$ cat src/rtl/sclk_div_pkg.sv
package sclk_div_pkg;

  typedef enum logic [1:0] {
    MODE_LOW  = 2'd0,
    MODE_HIGH = 2'd1,
    MODE_DIV  = 2'd2,
    MODE_BYP  = 2'd3
  } sclk_mode_e;

  // all-ones code is pass-through, 0 and 1 are steady levels
  function automatic sclk_mode_e decode_mode(input int unsigned code, input int unsigned code_w);
    int unsigned top_code;
    top_code = (32'd1 << code_w) - 32'd1;
    if (code == 0)             return MODE_LOW;
    else if (code == 1)        return MODE_HIGH;
    else if (code == top_code) return MODE_BYP;
    else                       return MODE_DIV;
  endfunction

  // output level in the first reference cycle of a period
  function automatic logic first_level(input sclk_mode_e m);
    return (m == MODE_HIGH) || (m == MODE_DIV);
  endfunction

endpackage

$ cat src/rtl/sclk_div_phase.sv
module sclk_div_phase
  import sclk_div_pkg::*;
#(
  parameter int unsigned CODE_W = 5
) (
  input  logic              clk_i,
  input  logic              rst_ni,
  input  logic [CODE_W-1:0] act_i,
  input  logic [CODE_W-1:0] next_i,
  output logic              wrap_o,
  output logic              div_o
);

  logic [CODE_W-1:0] cnt_q, cnt_d, cnt_inc, half;
  logic              div_q, div_d;
  sclk_mode_e        act_mode, next_mode;

  assign act_mode  = decode_mode(32'(act_i), CODE_W);
  assign next_mode = decode_mode(32'(next_i), CODE_W);
  assign half      = act_i >> 1;
  assign cnt_inc   = cnt_q + 1'b1;

  // steady and pass-through codes end a period on every edge
  assign wrap_o = (act_mode != MODE_DIV) || (cnt_q == act_i - 1'b1);

  always_comb begin
    if (wrap_o) begin
      cnt_d = '0;
      div_d = first_level(next_mode);
    end else begin
      cnt_d = cnt_inc;
      div_d = cnt_inc < half;
    end
  end

  always_ff @(posedge clk_i or negedge rst_ni) begin
    if (!rst_ni) begin
      cnt_q <= '0;
      div_q <= 1'b0;
    end else begin
      cnt_q <= cnt_d;
      div_q <= div_d;
    end
  end

  assign div_o = div_q;

endmodule

$ cat src/rtl/sclk_div_latch.sv
module sclk_div_latch #(
  parameter int unsigned CODE_W = 5
) (
  input  logic              clk_i,
  input  logic              rst_ni,
  input  logic              wrap_i,
  input  logic [CODE_W-1:0] code_i,
  output logic [CODE_W-1:0] act_o
);

  logic [CODE_W-1:0] act_q;

  always_ff @(posedge clk_i or negedge rst_ni) begin
    if (!rst_ni)     act_q <= '0;
    else if (wrap_i) act_q <= code_i;
  end

  assign act_o = act_q;

endmodule

$ cat src/rtl/sclk_div_outsel.sv
module sclk_div_outsel
  import sclk_div_pkg::*;
#(
  parameter int unsigned CODE_W = 5
) (
  input  logic              clk_i,
  input  logic              rst_ni,
  input  logic [CODE_W-1:0] act_i,
  input  logic              div_i,
  output logic              byp_o,
  output logic              clk_o
);

  logic byp_q;

  // select moves while the reference is low
  always_ff @(negedge clk_i or negedge rst_ni) begin
    if (!rst_ni) byp_q <= 1'b0;
    else         byp_q <= (decode_mode(32'(act_i), CODE_W) == MODE_BYP);
  end

  assign byp_o = byp_q;
  assign clk_o = byp_q ? clk_i : div_i;

endmodule

$ cat src/rtl/sclk_div.sv
module sclk_div #(
  parameter int unsigned CODE_W = 5
) (
  input  logic              clk_i,
  input  logic              rst_ni,
  input  logic [CODE_W-1:0] code_i,
  output logic              clk_o
);

  logic [CODE_W-1:0] act_q;
  logic              wrap;
  logic              div_q;
  logic              byp_q;

  sclk_div_latch #(.CODE_W(CODE_W)) u_latch (
    .clk_i  (clk_i),
    .rst_ni (rst_ni),
    .wrap_i (wrap),
    .code_i (code_i),
    .act_o  (act_q)
  );

  sclk_div_phase #(.CODE_W(CODE_W)) u_phase (
    .clk_i  (clk_i),
    .rst_ni (rst_ni),
    .act_i  (act_q),
    .next_i (code_i),
    .wrap_o (wrap),
    .div_o  (div_q)
  );

  sclk_div_outsel #(.CODE_W(CODE_W)) u_outsel (
    .clk_i  (clk_i),
    .rst_ni (rst_ni),
    .act_i  (act_q),
    .div_i  (div_q),
    .byp_o  (byp_q),
    .clk_o  (clk_o)
  );

endmodule

$ cat config.mk
export PLATFORM = sky130hd
export DESIGN_NAME = sclk_div
export DESIGN_NICKNAME = d
export VERILOG_FILES = /design/src/rtl/sclk_div_pkg.sv /design/src/rtl/sclk_div_phase.sv /design/src/rtl/sclk_div_latch.sv /design/src/rtl/sclk_div_outsel.sv /design/src/rtl/sclk_div.sv
export SDC_FILE = /design/constraint.sdc
export NUM_CORES = 1
export LEC_CHECK = 0
export BUFFER_PORTS_ARGS = -buffer_cell sky130_fd_sc_hd__clkbuf_2
export CORE_MARGIN = 5
export CORE_UTILIZATION = 55
export CTS_CLUSTER_SIZE = 25
export DETAILED_ROUTE_END_ITERATION = 16
export GPL_ROUTABILITY_DRIVEN = 0
export PLACE_DENSITY = 0.86
export SETUP_SLACK_MARGIN = 0.2
export SYNTH_ARGS = -nofsm -noshare
export SYNTH_HDL_FRONTEND = slang
export SYNTH_SLANG_ARGS = --single-unit
$ cat constraint.sdc
create_clock -name clk_i -period 2.3 [get_ports clk_i]
set_clock_uncertainty 0.1 [all_clocks]
set_input_delay 0.23 -clock clk_i [delete_from_list [all_inputs] [get_ports clk_i]]
set_output_delay 0.23 -clock clk_i [all_outputs]
set_load 0.03 [all_outputs]
==> flow_summary_export.csv, run 1 <==
group,metric,value,unit
finish,fin_area,0.00109,mm2
finish,most-common-layout-cells,"11 x dfrtp_1, 8 x buf_4",
synth,synth_seq_area_share,37.7,%
synth,synth.net_count,91,
die,core_region_area,0.00133,mm2
timing,finalSetupViolations,1,
die,die_x,48.1,um
die,die_area,0.00231,mm2
routing,dr.first_iter.drc_count,20,
place,io_buffers,7,
global_routing,grt_pass1_wl,3550,um
timing,rsz0062_at_grt,"yes",
die,rows,13,
synth,avgSynthCellArea,10.5,um2
global_routing,overflow,0,
pwr,power,2.04,mW
routing,num_vias,717,
synth,synth-seq-cells,12,
die,ios,8,
place,post_dp_cell_area,860,um2
synth,synthCells,76,
critical_path,cp_max_fo,1,
pwr,p_leak,0.523,nW
timing,whs,0.0231,ns
critical_path,worst_ep_arrival_time,2.41,ns
die,die_y,48.1,um
die,start_util,59.8,%
pwr,ir_worst_vdd,1.20,mV
clocking,clk_pin_slew,0.09,ns
timing,slew_headroom,69.4,%
routing,drc,0,
timing,slew_viol_final,0,
finish,final_nets,119,
synth,syn-cell-area,797,um2
routing,first_pass_iters,6,
timing,hold_viol,0,
synth,synth_cell_types,26,
synth,ys.flop_type,"dfrtp_1",
global_routing,grt_max_degree,13,
routing,drt-total-wl,2430,um
critical_path,crit_required,1.97,ns
routing,drtAntennaViolNets,0,
global_routing,antenna_found_initial,0,
finish,fin_cells,118,
finish,area_delta_synth_final,37.4,%
finish,n_antenna_cell,0,
global_routing,grtUsageTotal,24.1,%
timing,postLayoutSetupSlackWorst,-0.443,ns
status,status,"finished, violations left",
routing,vias_per_cell,6.08,
routing,wl_per_cell,20.6,um
flow_run,drv_cap,0,
clocking,cts_tree,"done",
global_routing,grt_pass1_vias,756,
finish,drive_gt1_share,41.7,%
status,violations,"negative setup slack",
pwr,power.density,1860,mW/mm2
critical_path,end_kind,"output port",
synth,synth-edff-count,0,
synth,synthArstFlopShare,100,%
critical_path,startpoint_type,"flip-flop",
clocking,worst_skew_pair.late_latency,0.40,ns
finish,final_common_cell,"dfrtp_1",
timing,finalSetupTns,-0.443,ns
place,placedCellCount,99,
hold_path,hold_path_class,"in2reg",
finish,fin_util,82.1,%
critical_path,critPathKind,"reg2out",
place,place_ws,-0.0400,ns
finish,n_fill_cell,66,
synth,yosysWarnings,0,
place,place_hpwl,1170,um
timing,worstMarginPinSlew,0.458,ns
[synthesized netlist by cell type (3+ instances only)]
library cell | instances | area share [%]
nor2_1 | 4 | 1.9
xor2_1 | 3 | 3.3
xnor2_1 | 6 | 6.6
a2bb2oi_1 | 3 | 3.3
nand3_1 | 4 | 2.5
inv_1 | 9 | 4.2
ha_1 | 8 | 13
dfrtp_1 | 11 | 35
nor3_1 | 3 | 1.9
nand2_1 | 4 | 1.9
and2b_2 | 3 | 3.3
[registers in the layout (all words and copies together), names as in the netlist]
register / count
u_phase.cnt_q: 5
u_phase.div_o: 1
u_latch.act_o: 5
u_outsel.byp_o: 1
[final cells by class]
| cell class | count | area, um2 | share of cell area [%] |
|---|---|---|---|
| inverter | 9 | 33.8 | 3.09 |
| timing repair buffer | 21 | 171 | 15.7 |
| clock buffer | 8 | 63.8 | 5.83 |
| tap | 15 | 18.8 | 1.71 |
| multi-input combinational | 53 | 507 | 46.3 |
| sequential | 12 | 300 | 27.4 |
[path summary, 6_finish.rpt]
kind,start,endpoint,slack [ns],cells after the start
setup / recovery,u_outsel.byp_o$_DFF_NN0_,clk_o,-0.44,2
hold reg to reg,u_phase.cnt_q[0]$_DFF_PN0_,u_phase.cnt_q[0]$_DFF_PN0_,0.48,1
max in group asynchronous,rst_ni,u_outsel.byp_o$_DFF_NN0_,0.66,2
min in group asynchronous,rst_ni,u_latch.act_o[1]$_DFFE_PN0P_,0.14,2
setup reg to reg,u_latch.act_o[0]$_DFFE_PN0P_,u_outsel.byp_o$_DFF_NN0_,0.13,3
hold / removal,code_i[2],u_latch.act_o[2]$_DFFE_PN0P_,0.02,3
[kinds of logic after synthesis]
logic type      Yosys count  synth area share [%]
simple gates             19                  12.2
compound gates           13                  14.6
flops                    12                  37.7
buf+inv                  11                  7.06
xor+xnor                  9                  9.89
fa+ha+maj                 8                  12.6
mux                       4                  5.96
[what timing repair did]
| item | 4_1_cts | 5_1_grt |
|---|---|---|
| endpoints found under the setup margin | 6 | 12 |
| hold buffers | 5 | 0 |
| buffers inserted | 4 | 3 |
| hold endpoints to repair | 15 | 0 |
| pin swaps | 0 | 3 |
| gates resized for setup | 6 | 10 |
[critical path: stages (launching register included)]
cell,delay [ns]
dfrtn_1,0.41
mux2_4,0.31
buf_8,0.14
[metal layers]
metal | share of wire, % | track usage [%]
met5 | 0 | 0
met2 | 46 | 32.7
met4 | 3.6 | 19.4
met1 | 42 | 30.1
met3 | 8.5 | 8.65
[where the power goes]
| part | internal, mW | switching (mW) |
|---|---|---|
| sequential | 0.319 | 0.141 |
| combinational | 0.658 | 0.624 |
| clock | 0.165 | 0.128 |
| total | 1.14 | 0.893 |
Note: power is estimated with default switching activity, not from simulation.
==> run 2, diff against run 1 <==
--- a/config.mk
+++ b/config.mk
@@ -6,12 +6,15 @@
 export NUM_CORES = 1
 export LEC_CHECK = 0
 export BUFFER_PORTS_ARGS = -buffer_cell sky130_fd_sc_hd__clkbuf_2
+export CAP_MARGIN = 20
+export CELL_PAD_IN_SITES_DETAIL_PLACEMENT = 1
+export CELL_PAD_IN_SITES_GLOBAL_PLACEMENT = 1
 export CORE_MARGIN = 5
-export CORE_UTILIZATION = 55
+export CORE_UTILIZATION = 44
 export CTS_CLUSTER_SIZE = 25
 export DETAILED_ROUTE_END_ITERATION = 16
 export GPL_ROUTABILITY_DRIVEN = 0
-export PLACE_DENSITY = 0.86
+export PLACE_DENSITY = 0.87
 export SETUP_SLACK_MARGIN = 0.2
 export SYNTH_ARGS = -nofsm -noshare
 export SYNTH_HDL_FRONTEND = slang
==> flow_summary_export.csv, run 2 (synthesized netlist as in run 1, its figures left out) <==
group,metric,value,unit
status,status,"finished, violations left",
status,violations,"design-rule violations, negative setup slack",
timing,rsz0062_at_grt,"yes",
global_routing,grt_pass1_wl,4190,um
critical_path,startpoint_type,"flip-flop",
routing,dr.first_iter.drc_count,21,
routing,wl_per_cell,20.1,um
timing,hold_viol,0,
die,die_x,52.6,um
die,ios,8,
clocking,worst_skew_pair.late_latency,0.39,ns
pwr,power.density,1780,mW/mm2
pwr,p_leak,0.517,nW
pwr,ir_worst_vdd,1.08,mV
hold_path,hold_path_class,"in2reg",
global_routing,antenna_found_initial,0,
global_routing,grt_max_degree,13,
routing,drc,2,
global_routing,overflow,0,
finish,most-common-layout-cells,"10 x buf_4, 10 x dfrtp_1, 8 x inv_1",
routing,first_pass_iters,10,
critical_path,end_kind,"output port",
timing,finalSetupViolations,1,
timing,slew_viol_final,0,
global_routing,grt_pass1_vias,833,
critical_path,crit_required,1.97,ns
place,io_buffers,7,
place,place_hpwl,1420,um
die,core_region_area,0.00173,mm2
critical_path,critPathKind,"reg2out",
pwr,power,1.90,mW
timing,worstMarginPinSlew,0.432,ns
routing,vias_per_cell,5.44,
finish,final_nets,119,
global_routing,grtUsageTotal,22.8,%
critical_path,cp_max_fo,1,
timing,finalSetupTns,-0.452,ns
finish,area_delta_synth_final,33.9,%
clocking,cts_tree,"done",
place,placedCellCount,109,
timing,slew_headroom,71.1,%
routing,num_vias,696,
finish,n_antenna_cell,0,
place,place_ws,-0.0308,ns
finish,fin_cells,128,
routing,drt-total-wl,2580,um
flow_run,drv_cap,0,
clocking,clk_pin_slew,0.08,ns
critical_path,worst_ep_arrival_time,2.42,ns
die,die_area,0.00276,mm2
routing,drtAntennaViolNets,0,
die,die_y,52.6,um
die,start_util,46.2,%
finish,n_fill_cell,193,
timing,postLayoutSetupSlackWorst,-0.452,ns
finish,drive_gt1_share,38.8,%
die,rows,15,
[run 2: metal layers]
layer  track usage, %  up-vias  wire (um)
li1                 -      317          -
met1             24.3      351       1040
met2             40.5       20       1410
met3             7.12        8         78
met4             10.6        0         55
met5                0        -          0
[run 2: cell type report]
type | count | area, um2 | share of cell area (%)
clock buffers | 8 | 73.8 | 6.92
inverters | 9 | 33.8 | 3.17
multi-input cells | 53 | 472 | 44.2
well taps | 25 | 31.3 | 2.93
flip-flops and latches | 12 | 302 | 28.3
repair buffers | 21 | 155 | 14.5
[run 2: worst max-delay path: stages, from the launching register on]
cell	delay, ns
dfrtn_1	0.41
mux2_4	0.31
buf_8	0.14
[run 2: per-stage QoR]
| stage | area (um2) | hold slack [ns] | utilization (%) |
|---|---|---|---|
| after floorplan | 806 | -0.166 | - |
| after global placement | 872 | 0.0246 | 50.5 |
| after detailed placement | 872 | 0.0379 | 50.5 |
| after CTS | 1040 | 0.00908 | 60.5 |
| after global routing | 1070 | 0.00516 | 61.8 |
| final | 1070 | 0.0277 | 61.8 |
[run 2: power breakdown]
part           switching, mW  internal (mW)
clock network          0.129          0.194
logic                  0.560          0.556
registers              0.144          0.321
[run 2: path summary, 6_finish.rpt]
kind                                                 to  slack (ns)                    startpoint  cells past startpoint
setup / recovery                                  clk_o       -0.45      u_outsel.byp_o$_DFF_NN0_                      2
hold / removal             u_latch.act_o[2]$_DFFE_PN0P_        0.03                     code_i[2]                      3
setup reg to reg           u_latch.act_o[3]$_DFFE_PN0P_        0.11  u_latch.act_o[1]$_DFFE_PN0P_                      8
hold reg to reg              u_phase.cnt_q[0]$_DFF_PN0_        0.49    u_phase.cnt_q[0]$_DFF_PN0_                      1
max in group asynchronous      u_outsel.byp_o$_DFF_NN0_        0.64                        rst_ni                      2
min in group asynchronous       u_phase.div_o$_DFF_PN0_        0.16                        rst_ni                      2
[run 2: repair_timing]
item | CTS | global route
buffers inserted | 7 | 0
gates cloned | 0 | 0
endpoints found under the setup margin | 10 | 13
hold buffers | 3 | 2
pin swaps | 2 | 0
gates resized for setup | 6 | 3
endpoints found under the hold margin | 13 | 2
==> run 3, diff against run 2 <==
--- a/config.mk
+++ b/config.mk
@@ -5,17 +5,18 @@
 export SDC_FILE = /design/constraint.sdc
 export NUM_CORES = 1
 export LEC_CHECK = 0
-export BUFFER_PORTS_ARGS = -buffer_cell sky130_fd_sc_hd__clkbuf_2
 export CAP_MARGIN = 20
 export CELL_PAD_IN_SITES_DETAIL_PLACEMENT = 1
 export CELL_PAD_IN_SITES_GLOBAL_PLACEMENT = 1
 export CORE_MARGIN = 5
-export CORE_UTILIZATION = 44
+export CORE_UTILIZATION = 47
 export CTS_CLUSTER_SIZE = 25
 export DETAILED_ROUTE_END_ITERATION = 16
+export DONT_BUFFER_PORTS = 1
 export GPL_ROUTABILITY_DRIVEN = 0
-export PLACE_DENSITY = 0.87
+export PLACE_DENSITY = 0.86
 export SETUP_SLACK_MARGIN = 0.2
 export SYNTH_ARGS = -nofsm -noshare
 export SYNTH_HDL_FRONTEND = slang
+export SYNTH_HIERARCHICAL = 1
 export SYNTH_SLANG_ARGS = --single-unit
==> flow_summary_export.csv, run 3 <==
group,metric,value,unit
routing,num_vias,665,
timing,finalSetupTns,-0.362,ns
timing,slew_headroom,64.9,%
place,io_buffers,0,
global_routing,antenna_found_initial,0,
finish,fin_cells,106,
synth,synth.net_count,87,
global_routing,grt_util_met2,30.1,%
clocking,cts_tree,"done",
critical_path,r2r_slack,0.08,ns
synth,synth_top_family_by_area,"simple AND/OR/NAND/NOR gates",
routing,drc,0,
place,place_ws,0.0816,ns
routing,drt-total-wl,2610,um
global_routing,grt_max_degree,12,
timing,hold_viol,0,
die,die_x,50.3,um
critical_path,critPathKind,"reg2out",
clocking,worst_skew_pair.late_latency,0.40,ns
global_routing,grt_pass1_vias,710,
synth,synth-simple-area-share,13.9,%
synth,yosysTopAreaCell,"dfrtp_1",
global_routing,overflow,0,
die,core_region_area,0.00152,mm2
critical_path,cpMaxStageDelayCell,"dfrtn_1",
timing,whs,0.0525,ns
place,place_hpwl,1250,um
place,placedCellCount,89,
finish,drive_gt1_share,32.2,%
finish,fin_area,0.00105,mm2
clocking,clk_pin_slew,0.09,ns
critical_path,crit_family,"flip-flops",
die,ios,8,
critical_path,r2r-end,"u_latch/act_o[1]$_DFFE_PN0P_",
critical_path,crit_chain,"mux2_4",
routing,vias_per_cell,6.27,
synth,synth_area_leaders,"dfrtp_1 36%, ha_1 13%, mux2_2 7.4%, xnor2_1 5.7%, xor2_1 4.6%",
global_routing,grt-busiest-layer,"met2",
synth,yosysTopAreaCellShare,36.0,%
finish,n_antenna_cell,0,
synth,avgSynthCellArea,10.6,um2
critical_path,cpPeakStageDelay,0.41,ns
die,die_y,50.3,um
synth,ys.flop_type,"dfrtp_1",
synth,synthArstFlopShare,100,%
pwr,ir_worst_vdd,1.15,mV
hold_path,holdPathStages,3,
pwr,p_leak,0.488,nW
flow_run,drv_cap,0,
routing,first_pass_iters,4,
synth,synth_common_cells,"11 x dfrtp_1, 8 x ha_1, 6 x inv_1",
hold_path,hold_path_class,"in2reg",
synth,synth_cell_types,27,
critical_path,r2r_cells,7,
finish,final_common_cell,"dfrtp_1",
global_routing,grt_pass1_wl,3680,um
finish,area_delta_synth_final,37.0,%
place,post_dp_cell_area,792,um2
synth,synth-seq-cells,12,
timing,finalSetupViolations,1,
routing,drtAntennaViolNets,0,
synth,yosysWarnings,6,
routing,dr.first_iter.drc_count,24,
synth,synth_seq_area_share,39.3,%
hold_path,min_to,"u_phase/div_o$_DFF_PN0_",
synth,synth_xor_area_share,10.3,%
synth,synthAdderAreaFrac,13.1,%
finish,final_nets,106,
synth,synth-edff-count,0,
synth,synthMuxAreaShare,10.6,%
synth,synthCells,72,
critical_path,critical_path_buf_inv_count,0,
finish,n_fill_cell,153,
critical_path,worst_ep_arrival_time,2.33,ns
finish,most-common-layout-cells,"11 x dfrtp_1, 7 x ha_1, 6 x clkbuf_4, 6 x dlygate4sd3_1, 6 x mux2_4",
hold_path,min_from,"code_i[2]",
timing,postLayoutSetupSlackWorst,-0.362,ns
status,violations,"negative setup slack",
die,rows,14,
critical_path,r2r-start,"u_latch/act_o[1]$_DFFE_PN0P_",
timing,slew_viol_final,0,
timing,rsz0062_at_grt,"yes",
critical_path,startpoint_type,"flip-flop",
synth,syn-cell-area,764,um2
synth,synth.most_common_cell,"dfrtp_1",
global_routing,met1_usage,23.9,%
status,status,"finished, violations left",
global_routing,grtUsageMet3,9.17,%
timing,worstMarginPinSlew,0.524,ns
die,start_util,50.2,%
global_routing,grtUsageTotal,20.4,%
critical_path,cp_max_fo,1,
critical_path,crit_required,1.97,ns
pwr,power.density,1890,mW/mm2
critical_path,end_kind,"output port",
synth,synth_compound_gate_area_share,8.84,%
die,die_area,0.00253,mm2
routing,wl_per_cell,24.6,um
## run 3: changes by cell type in the layout (fill, tap and decap cells not counted), moves of 2 or more
cell | previous run | this run
nor2_1 | 4 | 2
buf_4 | 10 | 1
inv_1 | 8 | 5
mux2_4 | 2 | 6
a2bb2oi_1 | 3 | 0
nor2b_4 | 0 | 2
clkbuf_2 | 6 | 0
and2b_2 | 3 | 0
nand3_4 | 0 | 2
buf_6 | 0 | 5
ha_2 | 2 | 0
## run 3: report_power, final
| group | internal [mW] | total, mW | leakage [nW] | switching (mW) |
|---|---|---|---|---|
| logic | 0.614 | 1.22 | 0.301 | 0.603 |
| clock network | 0.169 | 0.297 | 0.0418 | 0.129 |
| registers | 0.314 | 0.462 | 0.146 | 0.148 |
## run 3: how the worst max path moves through the flow
| stage | from | to | slack [ns] | depth (start not counted) |
|---|---|---|---|---|
| after floorplan | u_outsel/byp_o$_DFF_NN0_ | clk_o | 0.09 | 1 |
| after global placement | u_outsel/byp_o$_DFF_NN0_ | clk_o | 0.09 | 1 |
| after detailed placement | u_outsel/byp_o$_DFF_NN0_ | clk_o | 0.08 | 1 |
| after CTS | u_outsel/byp_o$_DFF_NN0_ | clk_o | -0.34 | 1 |
| after global routing | u_outsel/byp_o$_DFF_NN0_ | clk_o | -0.41 | 1 |
| final | u_outsel/byp_o$_DFF_NN0_ | clk_o | -0.36 | 1 |
## run 3: what timing repair did
| item | 4_1_cts | 5_1_grt |
|---|---|---|
| setup buffers | 2 | 2 |
| setup endpoints to repair | 6 | 8 |
| pin swaps | 0 | 2 |
| resized for setup | 5 | 20 |
| endpoints found under the hold margin | 17 | 0 |
| hold buffers | 6 | 0 |
## run 3: metal layers
| metal | up-vias | wire (um) |
|---|---|---|
| li1 | 287 | - |
| met1 | 327 | 1090 |
| met2 | 39 | 1240 |
| met3 | 12 | 187 |
| met4 | 0 | 94 |
| met5 | - | 0 |
## run 3: final cells by class
cell class                      instances  area [um2]  area share [%]
Tap cell                               16        20.0            1.91
Timing Repair Buffer                   12         124            11.8
Sequential cell                        12         300            28.7
Inverter                                6        22.5            2.15
Clock buffer                            7        58.8            5.62
Multi-Input combinational cell         53         522            49.8
## run 3: logic make-up after synthesis
family	Yosys count
and+or+nand+nor	20
DFF	12
AOI/OAI and AO/OA	9
xor gates and xnor gates	9
adders and majority gates	8
buffers and inverters	7
muxes	7
## run 3: metrics by stage
step | util (%) | power [mW]
after floorplan | - | 1.03
after global placement | 52.0 | 1.17
after detailed placement | 52.0 | 1.24
after CTS | 62.3 | 1.62
after global routing | 68.7 | 2.09
final | 68.7 | 1.98
